[src/rtl/can_bt_pkg.sv]
package can_bt_pkg;
  typedef enum logic [1:0] {
    ST_IDLE = 2'd0,
    ST_SYNC = 2'd1,
    ST_SEG1 = 2'd2,
    ST_SEG2 = 2'd3
  } bt_state_e;
endpackage

[src/rtl/can_bt_prescaler.sv]
module can_bt_prescaler #(
  parameter int BRP_W = 10
) (
  input  logic             clk_i,
  input  logic             rst_ni,
  input  logic             enable_i,
  input  logic [BRP_W-1:0] brp_i,
  output logic             tick_o
);
  logic [BRP_W-1:0] cnt_q, cnt_d;

  always_comb begin
    tick_o = enable_i && (cnt_q >= brp_i);
    cnt_d  = cnt_q;
    if (!enable_i) begin
      cnt_d = '0;
    end else if (tick_o) begin
      cnt_d = '0;
    end else begin
      cnt_d = cnt_q + BRP_W'(1);
    end
  end

  always_ff @(posedge clk_i or negedge rst_ni) begin
    if (!rst_ni) cnt_q <= '0;
    else         cnt_q <= cnt_d;
  end

  // with a divide ratio above one, ticks never come back to back
  assert_tick_spacing_R1: assert property (@(posedge clk_i) disable iff (!rst_ni)
    (tick_o && brp_i != '0) |=> (!tick_o || !$stable(brp_i)));
endmodule

[src/rtl/can_bt_rx_edge.sv]
module can_bt_rx_edge (
  input  logic clk_i,
  input  logic rst_ni,
  input  logic enable_i,
  input  logic tick_i,
  input  logic rx_i,
  output logic rx_sync_o,
  output logic fall_o
);
  logic meta_q, sync_q, prev_q;
  logic prev_d;

  always_comb begin
    prev_d = prev_q;
    if (!enable_i || tick_i) prev_d = sync_q;
    fall_o    = tick_i && prev_q && !sync_q;
    rx_sync_o = sync_q;
  end

  always_ff @(posedge clk_i or negedge rst_ni) begin
    if (!rst_ni) begin
      meta_q <= 1'b1;
      sync_q <= 1'b1;
      prev_q <= 1'b1;
    end else begin
      meta_q <= rx_i;
      sync_q <= meta_q;
      prev_q <= prev_d;
    end
  end

  // a detected transition is consumed; the stored level follows it
  assert_fall_consumed_R9: assert property (@(posedge clk_i) disable iff (!rst_ni)
    fall_o |=> !prev_q);
endmodule

[src/rtl/can_bt_seg_fsm.sv]
module can_bt_seg_fsm
  import can_bt_pkg::*;
#(
  parameter int SEG1_W = 4,
  parameter int SEG2_W = 3,
  parameter int SJW_W  = 2
) (
  input  logic              clk_i,
  input  logic              rst_ni,
  input  logic              enable_i,
  input  logic              tick_i,
  input  logic              fall_i,
  input  logic              rx_sync_i,
  input  logic              tx_dom_i,
  input  logic [SEG1_W-1:0] seg1_i,
  input  logic [SEG2_W-1:0] seg2_i,
  input  logic [SJW_W-1:0]  sjw_i,
  output logic              sample_o,
  output logic              tx_point_o,
  output logic              bit_o
);
  localparam int CNT_W = SEG1_W + 1;
  localparam int EXT_W = SJW_W + 1;

  bt_state_e        state_q, state_d;
  logic [CNT_W-1:0] cnt_q, cnt_d;
  logic [EXT_W-1:0] ext_q, ext_d;
  logic [EXT_W-1:0] shr_q, shr_d;
  logic             seen_q, seen_d;
  logic             bit_q, bit_d;

  logic             edge_ok;
  logic [CNT_W-1:0] jump_len, lag, ext_cand, ext_use, seg1_end;
  logic [CNT_W-1:0] seg2_last, lead, shr_use;

  always_comb begin
    edge_ok   = fall_i && !seen_q && !tx_dom_i;
    jump_len  = CNT_W'(sjw_i) + CNT_W'(1);
    lag       = cnt_q + CNT_W'(1);
    ext_cand  = (lag < jump_len) ? lag : jump_len;
    ext_use   = edge_ok ? ext_cand : CNT_W'(ext_q);
    seg1_end  = CNT_W'(seg1_i) + ext_use;
    seg2_last = CNT_W'(seg2_i);
    lead      = seg2_last + CNT_W'(1) - cnt_q;
    shr_use   = edge_ok ? jump_len : CNT_W'(shr_q);
  end

  always_comb begin
    state_d    = state_q;
    cnt_d      = cnt_q;
    ext_d      = ext_q;
    shr_d      = shr_q;
    seen_d     = seen_q;
    bit_d      = bit_q;
    sample_o   = 1'b0;
    tx_point_o = 1'b0;
    if (!enable_i) begin
      state_d = ST_IDLE;
      cnt_d   = '0;
      ext_d   = '0;
      shr_d   = '0;
      seen_d  = 1'b0;
    end else if (tick_i) begin
      unique case (state_q)
        ST_IDLE: begin
          if (fall_i) begin
            state_d = ST_SEG1;
            cnt_d   = '0;
            seen_d  = 1'b1;
            ext_d   = '0;
            shr_d   = '0;
          end
        end
        ST_SYNC: begin
          state_d = ST_SEG1;
          cnt_d   = '0;
          if (edge_ok) seen_d = 1'b1;
        end
        ST_SEG1: begin
          if (edge_ok) seen_d = 1'b1;
          ext_d = EXT_W'(ext_use);
          if (cnt_q == seg1_end) begin
            sample_o = 1'b1;
            bit_d    = rx_sync_i;
            state_d  = ST_SEG2;
            cnt_d    = '0;
            shr_d    = '0;
          end else begin
            cnt_d = cnt_q + CNT_W'(1);
          end
        end
        ST_SEG2: begin
          if (edge_ok && lead <= jump_len) begin
            tx_point_o = 1'b1;
            state_d    = ST_SEG1;
            cnt_d      = '0;
            seen_d     = 1'b1;
            ext_d      = '0;
            shr_d      = '0;
          end else begin
            if (edge_ok) begin
              seen_d = 1'b1;
              shr_d  = EXT_W'(shr_use);
            end
            if (cnt_q + shr_use == seg2_last) begin
              tx_point_o = 1'b1;
              state_d    = ST_SYNC;
              cnt_d      = '0;
              seen_d     = 1'b0;
              ext_d      = '0;
              shr_d      = '0;
            end else begin
              cnt_d = cnt_q + CNT_W'(1);
            end
          end
        end
        default: state_d = ST_IDLE;
      endcase
    end
  end

  always_ff @(posedge clk_i or negedge rst_ni) begin
    if (!rst_ni) begin
      state_q <= ST_IDLE;
      cnt_q   <= '0;
      ext_q   <= '0;
      shr_q   <= '0;
      seen_q  <= 1'b0;
      bit_q   <= 1'b1;
    end else begin
      state_q <= state_d;
      cnt_q   <= cnt_d;
      ext_q   <= ext_d;
      shr_q   <= shr_d;
      seen_q  <= seen_d;
      bit_q   <= bit_d;
    end
  end

  assign bit_o = bit_q;

  // every sample point starts the second segment from its first quantum
  assert_sample_opens_seg2_R2: assert property (@(posedge clk_i) disable iff (!rst_ni)
    sample_o |=> (state_q == ST_SEG2 && cnt_q == '0));

  // dropping the enable always lands in idle
  assert_disable_idles_R5: assert property (@(posedge clk_i) disable iff (!rst_ni)
    !enable_i |=> (state_q == ST_IDLE));

  // the first segment never runs past its length plus the jump width
  assert_seg1_bounded_R7: assert property (@(posedge clk_i) disable iff (!rst_ni)
    (state_q == ST_SEG1) |-> (cnt_q <= CNT_W'(seg1_i) + jump_len));

  // the second segment is never trimmed by more than the jump width
  assert_seg2_trim_capped_R8: assert property (@(posedge clk_i) disable iff (!rst_ni)
    (state_q == ST_SEG2) |-> (CNT_W'(shr_q) <= jump_len));

  // once the bit's edge is used, the lengthening stays frozen
  assert_ext_frozen_R9: assert property (@(posedge clk_i) disable iff (!rst_ni)
    (state_q == ST_SEG1 && seen_q && enable_i) |=> (ext_q == $past(ext_q)));
endmodule

[src/rtl/can_bit_timer.sv]
module can_bit_timer #(
  parameter int BRP_W  = 10,
  parameter int SEG1_W = 4,
  parameter int SEG2_W = 3,
  parameter int SJW_W  = 2
) (
  input  logic              clk_i,
  input  logic              rst_ni,
  input  logic              enable_i,
  input  logic [BRP_W-1:0]  brp_i,
  input  logic [SEG1_W-1:0] seg1_i,
  input  logic [SEG2_W-1:0] seg2_i,
  input  logic [SJW_W-1:0]  sjw_i,
  input  logic              rx_i,
  input  logic              tx_dominant_i,
  output logic              tq_tick_o,
  output logic              sample_o,
  output logic              bit_value_o,
  output logic              tx_point_o
);
  logic tick;
  logic rx_sync;
  logic fall;

  can_bt_prescaler #(.BRP_W(BRP_W)) u_prescaler (
    .clk_i   (clk_i),
    .rst_ni  (rst_ni),
    .enable_i(enable_i),
    .brp_i   (brp_i),
    .tick_o  (tick)
  );

  can_bt_rx_edge u_rx_edge (
    .clk_i    (clk_i),
    .rst_ni   (rst_ni),
    .enable_i (enable_i),
    .tick_i   (tick),
    .rx_i     (rx_i),
    .rx_sync_o(rx_sync),
    .fall_o   (fall)
  );

  can_bt_seg_fsm #(
    .SEG1_W(SEG1_W),
    .SEG2_W(SEG2_W),
    .SJW_W (SJW_W)
  ) u_seg_fsm (
    .clk_i     (clk_i),
    .rst_ni    (rst_ni),
    .enable_i  (enable_i),
    .tick_i    (tick),
    .fall_i    (fall),
    .rx_sync_i (rx_sync),
    .tx_dom_i  (tx_dominant_i),
    .seg1_i    (seg1_i),
    .seg2_i    (seg2_i),
    .sjw_i     (sjw_i),
    .sample_o  (sample_o),
    .tx_point_o(tx_point_o),
    .bit_o     (bit_value_o)
  );

  assign tq_tick_o = tick;
endmodule

[config.mk]
export PLATFORM = sky130hd
export DESIGN_NAME = can_bit_timer
export DESIGN_NICKNAME = d
export VERILOG_FILES = /design/src/rtl/can_bt_pkg.sv /design/src/rtl/can_bt_prescaler.sv /design/src/rtl/can_bt_rx_edge.sv /design/src/rtl/can_bt_seg_fsm.sv /design/src/rtl/can_bit_timer.sv
export SDC_FILE = /design/constraint.sdc
export NUM_CORES = 1
export LEC_CHECK = 0
export ABC_CLOCK_PERIOD_IN_PS = 4370
export BUFFER_PORTS_ARGS = -buffer_cell sky130_fd_sc_hd__buf_2
export CORE_MARGIN = 2
export CORE_UTILIZATION = 60
export DETAILED_ROUTE_END_ITERATION = 6
export PLACE_DENSITY = 0.87
export SLEW_MARGIN = 0
export SYNTH_ARGS = -nofsm -noshare
export SYNTH_HDL_FRONTEND = slang
export SYNTH_SLANG_ARGS = --single-unit
[constraint.sdc]
create_clock -name clk_i -period 4.37 [get_ports clk_i]
set_clock_uncertainty 0.05 [all_clocks]
set_input_delay 0.2185 -clock clk_i [delete_from_list [all_inputs] [get_ports clk_i]]
set_output_delay 0.2185 -clock clk_i [all_outputs]
set_load 0.01 [all_outputs]
# After elaboration in Yosys (flattened, before gate mapping)
# Cells that the tools add are included.
# Widths: inputs -> output; s select.
# totals
mem_bits_ro	0
ram_bits	0
out_inout_bits	4
latchBits	0
n_memories	0
register_bits	28
wordCells	97
input_bits	24
# op_classes
n_shift	0
bitwise	0
mul	0
add_sub_neg	7
order_cmp	3
n_eq_ne	11
div_mod_pow	0
reduce_logical	18
n_mux	48
# ops
op	count
$mux 5	9
$mux 3	11
$mux 10	2
$pmux 5 s4	1
$pmux 3 s3	2
$mux 1	15
$mux 2	6
$reduce_and 4->1	3
$add 10x1->10 const B	1
$ge 10x10->1	1
$pmux 2 s4	1
$logic_and 1x1->1	6
$ne 3x2->1 const B	2
$add 4x5->5	1
$add 5x1->5 const B	1
$add 5x5->5	1
$eq 5x3->1	1
$eq 5x5->1	1
$le 5x5->1	1
$lt 5x5->1	1
$ne 5x2->1 const B	1
$reduce_and 5->1	1
$sub 5x5->5	1
$add 3x1->4 const B	1
other kinds (12)	16

# Longest topological paths before layout
# Gate-level depths: netlist (run 1).
# depth
word_depth	14
ltp_mapped	19
ltp_nobuf	19

# By module
# From an unflattened synthesis (run 1), not the netlist that was laid out.
# unflattened
hier_cells	290
hier_area_um2	2672.6
# modules_own_cells
mod	instances	area_each_um2	cells_per_inst	seq_area_each_um2
can_bt_seg_fsm	1	1785.5	203	376.6
can_bt_prescaler	1	778.2	81	250.2
can_bt_rx_edge	1	108.9	6	78.8

# Least setup slack after synthesis (run 1)
# No wires, ideal clock.
# synth_timing
kind	register to register
from	register u_seg_fsm.cnt_q[1]
to	register u_seg_fsm.bit_q (netlist: u_seg_fsm.bit_o)
path_stages_with_launch	19
required_ps	4238
setup_ps	82
synth_period_minus_slack_ps	4074
path_buffers	0
setup_slack_ps	296
arrival_ps	3942
cell_sequence	dfrtp_1 > ha_1 > inv_1 > nand2_1 > nand2_1 > ha_1 > a21oi_1 > o21ai_0 > a21oi_1 > mux2i_1 > mux2_2 > ha_1 > fa_1 > a21o_1 > a21oi_1 > xor2_1 > nand3_1 > nor3_1 > mux2_2
# synth_between
elab_chain_len	7
# synth_rtl
item	line	text
from (decl)	can_bt_seg_fsm.sv:26	logic [CNT_W-1:0] cnt_q, cnt_d;
from (signal assigned)	can_bt_seg_fsm.sv:132	cnt_q <= cnt_d;
$add 5x1->5	can_bt_seg_fsm.sv:39	lag = cnt_q + CNT_W'(1);
$lt 5x5->1	can_bt_seg_fsm.sv:40	ext_cand = (lag < jump_len) ? lag : jump_len;
$mux 5	can_bt_seg_fsm.sv:40	
$mux 5	can_bt_seg_fsm.sv:41	ext_use = edge_ok ? ext_cand : CNT_W'(ext_q);
$add 4x5->5	can_bt_seg_fsm.sv:42	seg1_end = CNT_W'(seg1_i) + ext_use;
$eq 5x5->1 (*)	can_bt_seg_fsm.sv:82	if (cnt_q == seg1_end) begin
$reduce_and 4->1 (no line) (*)	-	
to (signal assigned)	can_bt_seg_fsm.sv:136	bit_q <= bit_d;
to (decl)	can_bt_seg_fsm.sv:30	logic bit_q, bit_d;
# Every way passes the cells marked *; elsewhere a longest branch is shown, timed or not.
# A chain may end at the register's enable or synchronous reset.

# Worst setup path in the final report (run 1)
# layout_timing
from	register u_prescaler.cnt_q[5]
to	output tx_point_o
# layout_between
elab_chain_len	14
word_cells_on_any_way	15
classes_between	add/sub (1); order compare (1); eq/ne (1); mux (6); reduce/logical (6)
# layout_rtl
item	line	text
from (decl)	can_bt_prescaler.sv:10	logic [BRP_W-1:0] cnt_q, cnt_d;
from (signal assigned)	can_bt_prescaler.sv:26	else cnt_q <= cnt_d;
$ge 10x10->1 (*)	can_bt_prescaler.sv:13	tick_o = enable_i && (cnt_q >= brp_i);
$logic_and 1x1->1 (*)	can_bt_prescaler.sv:13	
$logic_and 1x1->1 (2 in series)	can_bt_rx_edge.sv:16	fall_o = tick_i && prev_q && !sync_q;
$logic_and 1x1->1 (2 in series)	can_bt_seg_fsm.sv:37	edge_ok = fall_i && !seen_q && !tx_dom_i;
$mux 5	can_bt_seg_fsm.sv:45	shr_use = edge_ok ? jump_len : CNT_W'(shr_q);
$add 5x5->5	can_bt_seg_fsm.sv:105	if (cnt_q + shr_use == seg2_last) begin
$eq 5x3->1	can_bt_seg_fsm.sv:105	
$mux 1	can_bt_seg_fsm.sv:105	
$mux 1	can_bt_seg_fsm.sv:93	if (edge_ok && lead <= jump_len) begin
$mux 1	can_bt_seg_fsm.sv:64	unique case (state_q)
$mux 1 (*)	can_bt_seg_fsm.sv:63	end else if (tick_i) begin
$mux 1 (*)	can_bt_seg_fsm.sv:57	if (!enable_i) begin
to (decl)	can_bit_timer.sv:19	output logic tx_point_o
# Marked as above.

==> impl_metrics.csv, run 1 <==
group,metric,value,unit
cells_and_area,area_growth,15.2,%
yosys,syn-num-nets,339,
yosys,yosysSeqAreaShare,27.3,%
cells_and_area,design.final.nets,375,
clocking,cts_tree,"done",
setup_path,cp.required,4100,ps
clocking,clkLatencyLatePin,270,ps
global_route,grt_pass1_vias,2123,
sta,final_max_slew_viol_count,0,
global_route,grt_max_degree,29,
sta,worstMarginPinSlew,773,ps
die,chipWidth,69.7,um
setup_path,arrival,3990,ps
clocking,path_clk_slew,90,ps
route,wl_per_cell,16.6,um
place,placed_area,0.00278,sq mm
cells_and_area,num-fill-cells,305,
clocking,cts_root_buffer,"clkbuf_8",
clocking,htree_levels,1,
route,num_vias,2244,
cells_and_area,antennaDiodeCount,0,
global_route,grt_util_met3,2.76,%
setup_path,path_class,"flop to output pin",
die,dieArea,0.00486,sq mm
route,drc,0,
cells_and_area,fin_cells,364,
run_status,outcome,"complete, no violations",
place,pre_cts_slack,108,ps
cells_and_area,fin_util,73.0,%
route,first_pass_iters,4,
route,drtAntennaViolNets,0,
yosys,yosysUniqueCellTypes,55,
yosys,synth_flop_cell,"dfrtp_1",
cells_and_area,fin_area,0.00298,sq mm
place,place_hpwl,4.35,mm
yosys,syn_inst,279,
place,port_buffers,27,
pwr,clockPowerShare,27.4,%
flow_run,maxCapViolations,0,
sta,finalSetupViolCount,0,
die,core,0.00409,sq mm
die,row_count,23,
global_route,grt_usage,23.6,%
route,via_per_inst,6.16,
pwr,p_int,0.000499,W
clocking,cts.path.max_buffers,2,
yosys,synth-async-reset-ratio,100,%
setup_path,worstPathMaxFanout,6,
global_route,gr-total-overflow,0,
pwr,vdd_drop_max,0.000302,V
yosys,ys_ff_latch,28,
sta,post-route-min-period,4260,ps
sta,setup_ws,110,ps
global_route,grt_antenna_before_repair,0,
sta,fmax,0.235,GHz
cells_and_area,drive_above_1_share,23.9,%
hold_path,hp-class,"input port to flop",
pwr,power.leakage,1.50,nW
route,routed_wl,6.05,mm
yosys,syn_area,0.00259,sq mm
global_route,use_met1,30.8,%
die,die-height,69.7,um
place,dp_cells,354,
pwr,p_comb_share,34.0,%
sta,timing.final.crit_share,97.5,%
die,initial_core_util,63.3,%
sta,maxSlewHeadroom,48.0,%
global_route,top_usage_layer,"met2",
yosys,avgSynthCellArea,9.28,sq um
global_route,grt_use_met2,41.0,%
clocking,cts_buffers,3,
die,io_pins,28,
route,drt-initial-drc-count,132,
yosys,yosys_warnings,0,
setup_path,startpoint_type,"flop",
pwr,swShare,32.6,%
sta,hold_viol,0,
setup_path,endpoint_kind,"output pin",
pwr,p_per_area,248,mW/mm^2
global_route,grt_pass1_wl,9.34,mm
pwr,power_frac_seq,38.6,%
clocking,cts.sinks,28,
yosys,synth-edff-count,0,
place,place_congestion,0.833,
pwr,power_switching,0.000241,W
## synthesized netlist by cell type, types with 3 or more instances
cell type	instances	area share (%)
inv_1	28	4.1
a21o_1	9	2.6
nor2_1	20	2.9
mux2_2	10	4.4
xor2_1	10	3.4
nor2b_1	7	1.7
nor3_1	4	0.77
a31oi_1	4	0.97
mux2i_1	4	1.5
a21oi_1	13	2.5
or3_1	3	0.73
a221oi_1	3	1.0
ha_1	33	16
o31ai_1	5	1.5
nor4_1	3	0.73
nand3_1	10	1.9
xnor2_1	13	4.4
dfrtp_1	24	23
mux2_4	3	1.7
and3_1	4	0.97
o21ai_0	4	0.77
nand2b_1	6	1.5
dfstp_2	4	4.1
nand2_1	14	2.0
fa_1	3	2.3
## path summary, 6_finish.rpt
path                                      start              endpoint  slack, ps  depth (start not counted)
setup / recovery           u_prescaler.cnt_q[5]            tx_point_o        110                         16
hold / removal                         enable_i  u_prescaler.cnt_q[1]        270                          2
setup reg to reg           u_prescaler.cnt_q[5]      u_seg_fsm.seen_q        150                         18
hold reg to reg                u_rx_edge.meta_q   u_rx_edge.rx_sync_o        310                          0
max in group asynchronous                rst_ni    u_seg_fsm.cnt_q[0]       3420                          2
min in group asynchronous                rst_ni  u_prescaler.cnt_q[3]        460                          2
## registers in the layout, indices dropped and copies added (netlist names)
register and flops:
u_rx_edge.meta_q 1, u_seg_fsm.seen_q 1, u_seg_fsm.ext_q 3, u_rx_edge.rx_sync_o 1, u_seg_fsm.shr_q 3, u_seg_fsm.bit_o 1, u_seg_fsm.cnt_q 5, u_seg_fsm.state_q 2
u_prescaler.cnt_q 10, u_rx_edge.prev_q 1
## layout make-up
cell class / instances / area, sq um / share of cell area [%]
inverter: 29 / 109 / 3.65
clock buffer: 3 / 41.3 / 1.38
clock inverter: 1 / 30.0 / 1.01
timing repair buffer: 37 / 215 / 7.22
tap: 50 / 62.6 / 2.10
sequential: 28 / 706 / 23.7
multi-input combinational: 216 / 1820 / 61.0
## through the flow
| step | setup TNS, ps | hold slack, ps | power (W) |
|---|---|---|---|
| 2_1_floorplan | 0 | -127 | 0.000456 |
| 3_3_place_gp | 0 | 203 | 0.000512 |
| 3_5_place_dp | 0 | 205 | 0.000518 |
| 4_1_cts | 0 | 248 | 0.000722 |
| 5_1_grt | -195 | 252 | 0.000778 |
| 6_report | 0 | 266 | 0.000740 |
## worst max-delay path, stage by stage (launching register included)
cell and delay (ps):
dfrtp_1 430, ha_1 340, and3_4 180, a221oi_4 310, nor2_1 130, o211a_4 310, mux2i_2 170, inv_1 60
ha_1 150, inv_1 60, fa_1 400, nor2b_1 120, o21ai_0 100, xnor2_1 180, or3_4 410, a21oi_2 200
buf_2 160
## layer usage
| layer | wire [um] | vias to the layer above | share of wire [%] |
|---|---|---|---|
| li1 | - | 1073 | - |
| met1 | 2580 | 1077 | 43 |
| met2 | 3010 | 81 | 50 |
| met3 | 328 | 13 | 5.4 |
| met4 | 133 | 0 | 2.2 |
| met5 | 0 | - | 0 |
## placed cells by master, fill, tap and decap left out, types with 6 or more instances in the layout
master	count
a21o_1	9
a21oi_1	9
buf_2	27
buf_4	8
dfrtp_1	24
ha_1	33
inv_1	28
mux2_2	10
nand2_1	14
nand2b_1	6
nand3_1	9
nor2_1	20
nor2b_1	7
xnor2_1	13
xor2_1	10
## power by group through the flow
stage / Combinational (W) / Sequential [W] / Clock (W)
2_1_floorplan: 0.000169 / 0.000287 / 0
3_3_place_gp: 0.000223 / 0.000289 / 0
3_5_place_dp: 0.000228 / 0.000290 / 0
4_1_cts: 0.000233 / 0.000285 / 0.000203
5_1_grt: 0.000276 / 0.000287 / 0.000216
6_report: 0.000251 / 0.000285 / 0.000203
## logic make-up after synthesis
logic type / after synthesis / share of synthesized area (%)
AOI/OAI and AO/OA: 55 / 15.8
xor gates and xnor gates: 23 / 7.78
adders and majority gates: 36 / 18.3
buffers and inverters: 35 / 5.75
DFF: 28 / 27.3
muxes: 18 / 8.07
other: 1 / 0.145
and+or+nand+nor: 83 / 16.9
## repair_timing
item / CTS / global route
gates cloned: 0 / 0
hold endpoints to repair: 25 / 0
endpoints found under the setup margin: 2 / 9
gates resized for setup: 4 / 14
pin swaps: 0 / 2
setup buffers: 0 / 4
hold buffers: 2 / 0
Note: power is estimated with default switching activity, not from simulation.
==> run 2, diff against run 1 <==
Settings changed: RECOVER_POWER set to 50.
==> run 2 against run 1 <==
- combinational power barely moved
- hold slack did not move
- clock power barely moved
- critical path depth did not move
- highest routed layer unchanged
- via count did not move
- sequential power barely moved
- non-clock buffer count did not move
==> impl_metrics.csv, run 2 (synthesis results as in run 1) <==
group,metric,value,unit
die,core,0.00409,sq mm
setup_path,startpoint_type,"flop",
cells_and_area,regMostFlops,"u_prescaler.cnt_q",
sta,hold_slack,266,ps
route,wl_per_cell,16.6,um
cells_and_area,largest_register_ffs,10,
sta,hold_viol,0,
cells_and_area,area_growth,15.1,%
cells_and_area,fin_cells,364,
pwr,vdd_drop_max,0.000302,V
place,place_congestion,0.833,
setup_path,worstPathMaxFanout,6,
sta,fmax,0.235,GHz
run_status,outcome,"complete, no violations",
route,drtAntennaViolNets,0,
global_route,grt_antenna_before_repair,0,
die,die-height,69.7,um
sta,final_max_slew_viol_count,0,
sta,tns,0,ps
sta,maxSlewHeadroom,5.22,%
pwr,clockPowerShare,27.4,%
die,initial_core_util,63.3,%
pwr,power.leakage,1.50,nW
setup_path,cp.required,4100,ps
clocking,cts_tree,"done",
sta,post-route-min-period,4260,ps
setup_path,endpoint_kind,"output pin",
clocking,htree_levels,1,
cells_and_area,drive_above_1_share,23.6,%
pwr,swShare,32.6,%
place,place_hpwl,4.35,mm
route,first_pass_iters,4,
setup_path,reg2reg_depth,18,
clocking,cts_buffers,3,
cells_and_area,top_regs,"u_prescaler.cnt_q: 10 flops, u_seg_fsm.cnt_q: 5 flops",
setup_path,r2r-end,"u_seg_fsm.seen_q",
cells_and_area,fin_util,72.9,%
global_route,grt_max_degree,29,
setup_path,arrival,3990,ps
clocking,path_clk_slew,90,ps
global_route,gr-total-overflow,0,
route,routed_wl,6.05,mm
pwr,p_comb_share,34.0,%
route,drt-initial-drc-count,132,
place,dp_cells,354,
global_route,grt_pass1_vias,2123,
cells_and_area,fin_area,0.00298,sq mm
pwr,p_per_area,248,mW/mm^2
sta,worstMarginPinSlew,1420,ps
clocking,clkLatencyLatePin,270,ps
hold_path,hp-start,"enable_i",
setup_path,rrSetupSlack,150,ps
sta,timing.final.crit_share,97.5,%
die,row_count,23,
flow_run,maxCapViolations,0,
cells_and_area,mostFrequentLayoutCell,"ha_1",
route,via_per_inst,6.16,
cells_and_area,num-fill-cells,303,
place,placed_area,0.00278,sq mm
global_route,grt_pass1_wl,9.34,mm
hold_path,hp-class,"input port to flop",
cells_and_area,design.final.nets,375,
clocking,cts.sinks,28,
clocking,cts.path.max_buffers,2,
route,num_vias,2244,
place,port_buffers,27,
die,io_pins,28,
die,dieArea,0.00486,sq mm
die,chipWidth,69.7,um
pwr,power_switching,0.000241,W
hold_path,min_to,"u_prescaler.cnt_q[1]",
sta,finalSetupViolCount,0,
setup_path,worstReg2RegStart,"u_prescaler.cnt_q[5]",
pwr,power_frac_seq,38.6,%
clocking,cts_root_buffer,"clkbuf_8",
setup_path,path_class,"flop to output pin",
route,drc,0,
cells_and_area,regArea,706,sq um
global_route,grt_usage,23.6,%
cells_and_area,multiInputGateArea,0.00182,sq mm
pwr,p_int,0.000499,W
hold_path,hold-path-cell-count,2,
cells_and_area,final_cell_mix,"ha_1 (33), inv_1 (28), buf_2 (26)",
cells_and_area,antennaDiodeCount,0,
[run 2: worst max-delay path, cell delays in order (launching register included)]
cell and delay [ps]:
dfrtp_1 430, ha_1 340, and3_4 180, a221oi_4 310
nor2_1 130, o211a_4 310, mux2i_2 170, inv_1 60
ha_1 150, inv_1 60, fa_1 400, nor2b_1 120
o21ai_0 100, xnor2_1 180, or3_4 410, a21oi_2 200
buf_2 160
[run 2: worst max-delay path by stage]
stage                          from                  to  slack, ps  cells past startpoint
3_3_place_gp   u_prescaler.cnt_q[5]  u_seg_fsm.cnt_q[0]        230                     17
5_1_grt        u_prescaler.cnt_q[5]          tx_point_o        -80                     15
3_5_place_dp   u_prescaler.cnt_q[4]  u_seg_fsm.shr_q[0]        110                     15
4_1_cts        u_prescaler.cnt_q[4]            sample_o         30                     14
2_1_floorplan    u_seg_fsm.cnt_q[1]     u_seg_fsm.bit_o        300                     18
6_report       u_prescaler.cnt_q[5]          tx_point_o        110                     16
[run 2: cell type report]
class / count / share of cell area [%]
Sequential cell: 28 / 23.7
Inverter: 29 / 3.65
Clock buffer: 3 / 1.39
Timing Repair Buffer: 37 / 7.18
Tap cell: 50 / 2.10
Clock inverter: 1 / 1.01
Multi-Input combinational cell: 216 / 61.0
[run 2: timing repair]
item / CTS / global route
gates cloned: 0 / 0
pin swaps: 0 / 2
endpoints found under the hold margin: 25 / 0
resized for setup: 4 / 14
setup endpoints to repair: 2 / 9
buffers inserted: 0 / 4
hold buffers: 2 / 0
[run 2: power by group through the flow]
stage | Combinational, W | Clock (W) | Sequential, W
CTS | 0.000233 | 0.000203 | 0.000285
floorplan | 0.000169 | 0 | 0.000287
global placement | 0.000223 | 0 | 0.000289
finish | 0.000251 | 0.000203 | 0.000285
detailed placement | 0.000228 | 0 | 0.000290
global route | 0.000276 | 0.000216 | 0.000287
[run 2: per-layer routing]
layer / vias to the layer above / GRT usage [%] / share of wire (%)
li1: 1073 / - / -
met1: 1077 / 30.8 / 43
met2: 81 / 41.0 / 50
met3: 13 / 2.76 / 5.4
met4: 0 / 7.05 / 2.2
met5: - / 0 / 0
[run 2: per-stage QoR]
step / setup WS (ps) / power [W]
final: 110 / 0.000740
after global routing: -79.8 / 0.000778
after CTS: 32.7 / 0.000722
after detailed placement: 108 / 0.000518
after global placement: 229 / 0.000512
after floorplan: 296 / 0.000456
